[config.mk]
export PLATFORM = sky130hd
export DESIGN_NAME = irq_presenter
export DESIGN_NICKNAME = d
export VERILOG_FILES = /design/src/rtl/irqp_pkg.sv /design/src/rtl/irqp_decide.sv /design/src/rtl/irqp_pulse.sv /design/src/rtl/irq_presenter.sv
export SDC_FILE = /design/constraint.sdc
export NUM_CORES = 1
export LEC_CHECK = 0
export ABC_AREA = 1
export BUFFER_PORTS_ARGS = -buffer_cell sky130_fd_sc_hd__buf_2
export CAP_MARGIN = 20
export CORE_AREA = 2 2 133 135
export DETAILED_ROUTE_END_ITERATION = 10
export DIE_AREA = 0 0 135 137
export PLACE_DENSITY = 0.71
export REMOVE_ABC_BUFFERS = 1
export SYNTH_ARGS = -nofsm -noshare
export SYNTH_HDL_FRONTEND = slang
export SYNTH_SLANG_ARGS = --single-unit
export TNS_END_PERCENT = 20
[constraint.sdc]
create_clock -name clk -period 2.9 [get_ports clk]
set_input_delay 0.58 -clock clk [delete_from_list [all_inputs] [get_ports clk]]
set_output_delay 0.58 -clock clk [all_outputs]
set_load 0.005 [all_outputs]
[src/rtl/irqp_pkg.sv]
package irqp_pkg;
  // register operation selected in a cycle, after precedence
  typedef enum logic [2:0] {
    OP_NONE   = 3'd0,
    OP_ACCEPT = 3'd1,
    OP_CPPR   = 3'd2,
    OP_MFRR   = 3'd3,
    OP_EOI    = 3'd4
  } reg_op_e;
endpackage

[src/rtl/irqp_decide.sv]
module irqp_decide
  import irqp_pkg::*;
#(
  parameter int PRIO_W  = 8,
  parameter int SRC_W   = 24,
  parameter int IPI_SRC = 2
) (
  input  reg_op_e                   op,
  input  logic [PRIO_W+SRC_W-1:0]   wdata,
  input  logic                      req_valid,
  input  logic [SRC_W-1:0]          req_src,
  input  logic [PRIO_W-1:0]         req_prio,
  input  logic [PRIO_W-1:0]         cppr,
  input  logic [SRC_W-1:0]          src,
  input  logic [PRIO_W-1:0]         pend,
  input  logic [PRIO_W-1:0]         mfrr,
  input  logic                      own_ext,
  output logic [PRIO_W-1:0]         n_cppr,
  output logic [SRC_W-1:0]          n_src,
  output logic [PRIO_W-1:0]         n_pend,
  output logic [PRIO_W-1:0]         n_mfrr,
  output logic                      n_own_ext,
  output logic                      n_irq,
  output logic                      rej_go,
  output logic [SRC_W-1:0]          rej_id,
  output logic                      rsnd_go,
  output logic                      eoi_go,
  output logic [SRC_W-1:0]          eoi_id
);
  localparam logic [PRIO_W-1:0] LEAST    = '1;
  localparam logic [SRC_W-1:0]  IPI_CODE = SRC_W'(IPI_SRC);

  logic              has;
  logic [PRIO_W-1:0] wprio;

  assign has   = (src != '0);
  assign wprio = wdata[PRIO_W-1:0];

  always_comb begin
    n_cppr    = cppr;
    n_src     = src;
    n_pend    = pend;
    n_mfrr    = mfrr;
    n_own_ext = own_ext;
    n_irq     = has;
    rej_go    = 1'b0;
    rej_id    = '0;
    rsnd_go   = 1'b0;
    eoi_go    = 1'b0;
    eoi_id    = '0;
    unique case (op)
      OP_ACCEPT: begin
        n_cppr    = pend;
        n_src     = '0;
        n_pend    = LEAST;
        n_own_ext = 1'b0;
        n_irq     = 1'b0;
      end
      OP_CPPR: begin
        n_cppr = wprio;
        if (wprio < cppr) begin
          if (has && (wprio <= pend)) begin
            n_src     = '0;
            n_pend    = LEAST;
            n_own_ext = 1'b0;
            n_irq     = 1'b0;
            rej_go    = own_ext;
            rej_id    = own_ext ? src : '0;
          end
        end else if (wprio > cppr) begin
          rsnd_go = 1'b1;
        end
      end
      OP_MFRR: begin
        n_mfrr = wprio;
        if ((wprio < cppr) && !(has && (pend <= wprio))) begin
          rej_go    = has && own_ext;
          rej_id    = (has && own_ext) ? src : '0;
          n_src     = IPI_CODE;
          n_pend    = wprio;
          n_own_ext = 1'b0;
          n_irq     = 1'b1;
        end
      end
      OP_EOI: begin
        n_cppr = wdata[SRC_W +: PRIO_W];
        eoi_go = 1'b1;
        eoi_id = wdata[SRC_W-1:0];
      end
      default: begin
        if (req_valid) begin
          if ((req_prio >= cppr) || (has && (pend <= req_prio))) begin
            rej_go = 1'b1;
            rej_id = req_src;
          end else begin
            rej_go    = has && own_ext;
            rej_id    = (has && own_ext) ? src : '0;
            n_src     = req_src;
            n_pend    = req_prio;
            n_own_ext = 1'b1;
            n_irq     = 1'b1;
          end
        end
      end
    endcase
  end
endmodule

[src/rtl/irqp_pulse.sv]
module irqp_pulse #(
  parameter int W = 24
) (
  input  logic         clk,
  input  logic         rst,
  input  logic         go,
  input  logic [W-1:0] id,
  output logic         vld,
  output logic [W-1:0] id_q
);
  always_ff @(posedge clk) begin
    if (rst) begin
      vld  <= 1'b0;
      id_q <= '0;
    end else begin
      vld  <= go;
      id_q <= go ? id : '0;
    end
  end
endmodule

[src/rtl/irq_presenter.sv]
module irq_presenter
  import irqp_pkg::*;
#(
  parameter int PRIO_W  = 8,
  parameter int SRC_W   = 24,
  parameter int IPI_SRC = 2
) (
  input  logic                    clk,
  input  logic                    rst,
  input  logic                    req_valid,
  input  logic [SRC_W-1:0]        req_src,
  input  logic [PRIO_W-1:0]       req_prio,
  output logic                    req_ready,
  input  logic                    op_accept,
  input  logic                    op_cppr_wr,
  input  logic                    op_mfrr_wr,
  input  logic                    op_eoi_wr,
  input  logic [PRIO_W+SRC_W-1:0] wr_data,
  output logic                    acc_valid,
  output logic [PRIO_W+SRC_W-1:0] acc_data,
  output logic                    irq_out,
  output logic                    rej_valid,
  output logic [SRC_W-1:0]        rej_src,
  output logic                    rsnd_valid,
  output logic                    eoi_valid,
  output logic [SRC_W-1:0]        eoi_src
);
  localparam int REG_W = PRIO_W + SRC_W;
  localparam logic [PRIO_W-1:0] LEAST = '1;

  reg_op_e           op;
  logic [PRIO_W-1:0] cppr_q, pend_q, mfrr_q;
  logic [SRC_W-1:0]  src_q;
  logic              own_q;
  logic [PRIO_W-1:0] n_cppr, n_pend, n_mfrr;
  logic [SRC_W-1:0]  n_src;
  logic              n_own, n_irq;
  logic              rej_go, rsnd_go, eoi_go;
  logic [SRC_W-1:0]  rej_id, eoi_id;

  // fixed precedence among register operations
  always_comb begin
    if (op_accept)       op = OP_ACCEPT;
    else if (op_cppr_wr) op = OP_CPPR;
    else if (op_mfrr_wr) op = OP_MFRR;
    else if (op_eoi_wr)  op = OP_EOI;
    else                 op = OP_NONE;
  end

  assign req_ready = (op == OP_NONE);

  irqp_decide #(.PRIO_W(PRIO_W), .SRC_W(SRC_W), .IPI_SRC(IPI_SRC)) u_decide (
    .op(op), .wdata(wr_data), .req_valid(req_valid), .req_src(req_src),
    .req_prio(req_prio), .cppr(cppr_q), .src(src_q), .pend(pend_q),
    .mfrr(mfrr_q), .own_ext(own_q), .n_cppr(n_cppr), .n_src(n_src),
    .n_pend(n_pend), .n_mfrr(n_mfrr), .n_own_ext(n_own), .n_irq(n_irq),
    .rej_go(rej_go), .rej_id(rej_id), .rsnd_go(rsnd_go),
    .eoi_go(eoi_go), .eoi_id(eoi_id)
  );

  always_ff @(posedge clk) begin
    if (rst) begin
      cppr_q    <= '0;
      src_q     <= '0;
      pend_q    <= LEAST;
      mfrr_q    <= LEAST;
      own_q     <= 1'b0;
      irq_out   <= 1'b0;
      acc_valid <= 1'b0;
      acc_data  <= '0;
      rsnd_valid <= 1'b0;
    end else begin
      cppr_q    <= n_cppr;
      src_q     <= n_src;
      pend_q    <= n_pend;
      mfrr_q    <= n_mfrr;
      own_q     <= n_own;
      irq_out   <= n_irq;
      acc_valid <= (op == OP_ACCEPT);
      if (op == OP_ACCEPT) acc_data <= REG_W'({cppr_q, src_q});
      rsnd_valid <= rsnd_go;
    end
  end

  irqp_pulse #(.W(SRC_W)) u_rej (
    .clk(clk), .rst(rst), .go(rej_go), .id(rej_id), .vld(rej_valid), .id_q(rej_src)
  );

  irqp_pulse #(.W(SRC_W)) u_eoi (
    .clk(clk), .rst(rst), .go(eoi_go), .id(eoi_id), .vld(eoi_valid), .id_q(eoi_src)
  );
endmodule

==> results by group <==
Outcome
  • Status: finished clean

Layout
  • Number of fill cells in the layout: 1,763
  • FF+latch area: 0.00252 mm²
  • Inserted Diodes: 0
  • Post-route cell area: 0.00822 mm²
  • Share of layout cells above drive strength 1: 23.4%
  • Nets@finish: 1,204
  • Multi-input gate area: 0.00337 mm²
  • Area grow syn2layout: 23.0%
  • Most frequent cells in the layout: nor2_1, buf_2, nand2_1
  • Most common cell after layout, fill and taps aside: nor2_1

Worst setup path
  • R2R setup slack: 0.47 ns
  • R2R Path End: u_rej.id_q[4]
  • WP data required: 3.20 ns
  • CP endpoint: u_rej.id_q[4]
  • Endpoint type of the worst setup path: register
  • Setup crit start: cppr_q[3]
  • R2R depth: 12
  • FF-to-FF Start: cppr_q[3]
  • Crit path launch type: register
  • Data arrival, critical path: 2.72 ns
  • Crit Path Category: register to register
  • Max FO, Critical Path: 25

STA
  • Final hold viol count: 0
  • Final Cycle Share: 83.7%
  • Setup WS post-layout: 0.474 ns
  • RSZ-0062 raised after global routing: false
  • Post-layout min period: 2.43 ns
  • Fmax achieved: 0.412 GHz
  • Final setup skew: 0.00776 ns
  • Pins over their slew limit: 0
  • Setup Total Neg Slack: 0 ns
  • Slew at the pin with the worst max-slew slack: 0.481 ns
  • Final setup viols: 0
  • Relative slew slack: 67.9%

Route
  • Drt pass-1 iters: 6
  • Via density: 4.94
  • DRC errors left: 0
  • WL final: 19.3 mm
  • Wire length per cell: 14.4 µm
  • Via count: 6,616
  • 1st-iter DRT viols: 482
  • Antenna Nets Post-Route: 0

Clock network
  • Total CTS buffers: 17
  • Clk buf depth: 2
  • Clock Sinks: 126
  • Clock transition at path regs: 0.06 ns
  • Worst-skew pair later-pin latency: 0.42 ns
  • Post-CTS resize count: 0
  • Post-CTS setup buffers: 0
  • Post-CTS Hold Buffers: 0
  • Root buffer cell: clkbuf_16
  • CTS tree: yes
  • CTS H-tree lvls: 4

Synthesis
  • Netlist cell types: 37
  • Async SR Flop Fraction: 0%
  • Ranking of synthesized cells by area: dfxtp_1, nor2_1, nand2_1
  • Largest family of logic cells by synthesized area: simple AND/OR/NAND/NOR gates
  • Xor/xnor share of the synthesized area: 0%
  • Mux cell area share after synthesis: 0%
  • Synth top area share: 37.7%
  • Mean Syn Cell Area: 7.00 µm²
  • Simple-gate share of the synthesized area: 31.0%
  • Adder-Cell Fraction of Synth Area: 5.99%
  • Synth Area in Compound Gates: 13.5%
  • Synth Flop Type: dfxtp_1
  • Post-synthesis sequential area ratio: 37.7%
  • Cells after synthesis: 955
  • EDFF count, synth: 0
  • Post-synth top area cell: dfxtp_1
  • Yosys warns: 0
  • Post-Syn Area: 0.00669 mm²
  • Synthesis-stage register bit count: 126

GRT
  • Initial antenna violation count: 0
  • Vias in the first global route: 6,358
  • GR Util All Layers: 21.5%
  • Total gr overflow: 0
  • Largest net degree at the start of global routing: 33
  • First-pass GRT wire length: 31.5 mm

Power and ir drop
  • Peak supply drop: 0.456 mV
  • Pwr Density: 611 mW/mm²
  • Leak: 0.00414 µW

Die
  • I/O Pins: 157
  • Initial core utilization: 39.2%
  • Die area: 0.0185 mm²
  • Core box area: 0.0171 mm²
  • Die X: 135 µm
  • Row cnt: 48
  • Chip Height: 137 µm

Placement
  • Port Buffers: 156
  • Pre-CTS setup slack: 0.181 ns
  • DP Area: 0.00763 mm²
  • Dpl hpwl: 13.7 mm
  • Placer Congestion: 0.909

Flow run
  • Max-capacitance violation count: 0

Min path
  • Worst min path class: input port to register
==> synth_stat cells, types with 2 or more instances <==
library cell and count:
nor2_1 163, nand2_1 136, dfxtp_1 126, inv_1 119, nand3_1 82, o21ai_0 63
a21oi_1 62, ha_1 32, nand4_1 29, clkbuf_1 26, nor2_2 26, o21ai_1 11
buf_2 10, o221ai_1 8, buf_6 7, inv_2 7, a221oi_1 5, nand2_2 5
o211ai_1 5, buf_1 4, nand2_4 4, buf_4 3, nand3_4 3, a21o_1 2
buf_12 2, nor3_1 2, o21a_1 2, o21bai_1 2
==> cell families (layout without fill, tap and decap cells) <==
group	count (synthesis)	in the layout
buf+inv	180	339
simple gates	455	455
fa+ha+maj	32	32
compound gates	162	162
flops	126	126
==> worst min-delay path by stage <==
stage / from / endpoint / slack (ns) / cells after the start
floorplan: pend_q[0] / pend_q[0] / 0.44 / 2
global placement: pend_q[0] / pend_q[0] / 0.45 / 2
detailed placement: pend_q[0] / pend_q[0] / 0.46 / 2
CTS: wr_data[22] / u_eoi.id_q[22] / 0.35 / 3
global route: wr_data[10] / u_eoi.id_q[10] / 0.35 / 3
finish: wr_data[14] / u_eoi.id_q[14] / 0.37 / 3
==> final cells by class <==
cell class | count | share of cell area (%)
Multi-Input combinational cell | 649 | 41.0
Sequential cell | 126 | 30.7
Timing Repair Buffer | 180 | 11.8
Inverter | 127 | 5.86
Clock buffer | 20 | 5.43
Tap cell | 225 | 3.42
Clock inverter | 12 | 1.75
==> where the power goes <==
part / internal (µW) / total (µW) / switching, µW
Clock: 1360 / 2150 / 784
Sequential: 1810 / 1860 / 50.6
Combinational: 344 / 1020 / 679
Total: 3510 / 5030 / 1510
==> registers in the layout, indices dropped and copies added, names as in the netlist <==
signal,cells
src_q,24
own_q,1
u_rej.id_q,24
acc_data,32
u_eoi.vld,1
irq_out,1
cppr_q,8
acc_valid,1
u_rej.vld,1
pend_q,8
u_eoi.id_q,24
rsnd_valid,1
==> through the flow <==
step                      utilization, %  instances  power, µW  hold WS, ns
after CTS                           48.2       1339       5070        0.353
after global placement              44.7       1307       2890        0.454
after global routing                48.2       1339       5280        0.354
after floorplan                        -        902       2520        0.442
after detailed placement            44.7       1307       2910        0.459
final                               48.2       1339       5030        0.371
==> critical path, cell delays in order (launching register included) <==
cell and delay [ns]:
dfxtp_1 0.34, inv_1 0.08, ha_1 0.30, a21oi_1 0.16, nand2_1 0.09, nand2_1 0.06, nand2_1 0.08, nor2_4 0.34
nand3_4 0.21, nand2_4 0.10, nand3_2 0.09, nand2_4 0.34, nor2_1 0.09
==> metal layers <==
metal,global-route usage [%],vias up,part of all wire [%]
li1,-,3397,-
met1,27.3,2937,45
met2,35.6,239,46
met3,4.48,43,6.1
met4,9.20,0,2.8
met5,0,-,0
Power figures use the tool's default switching activity.
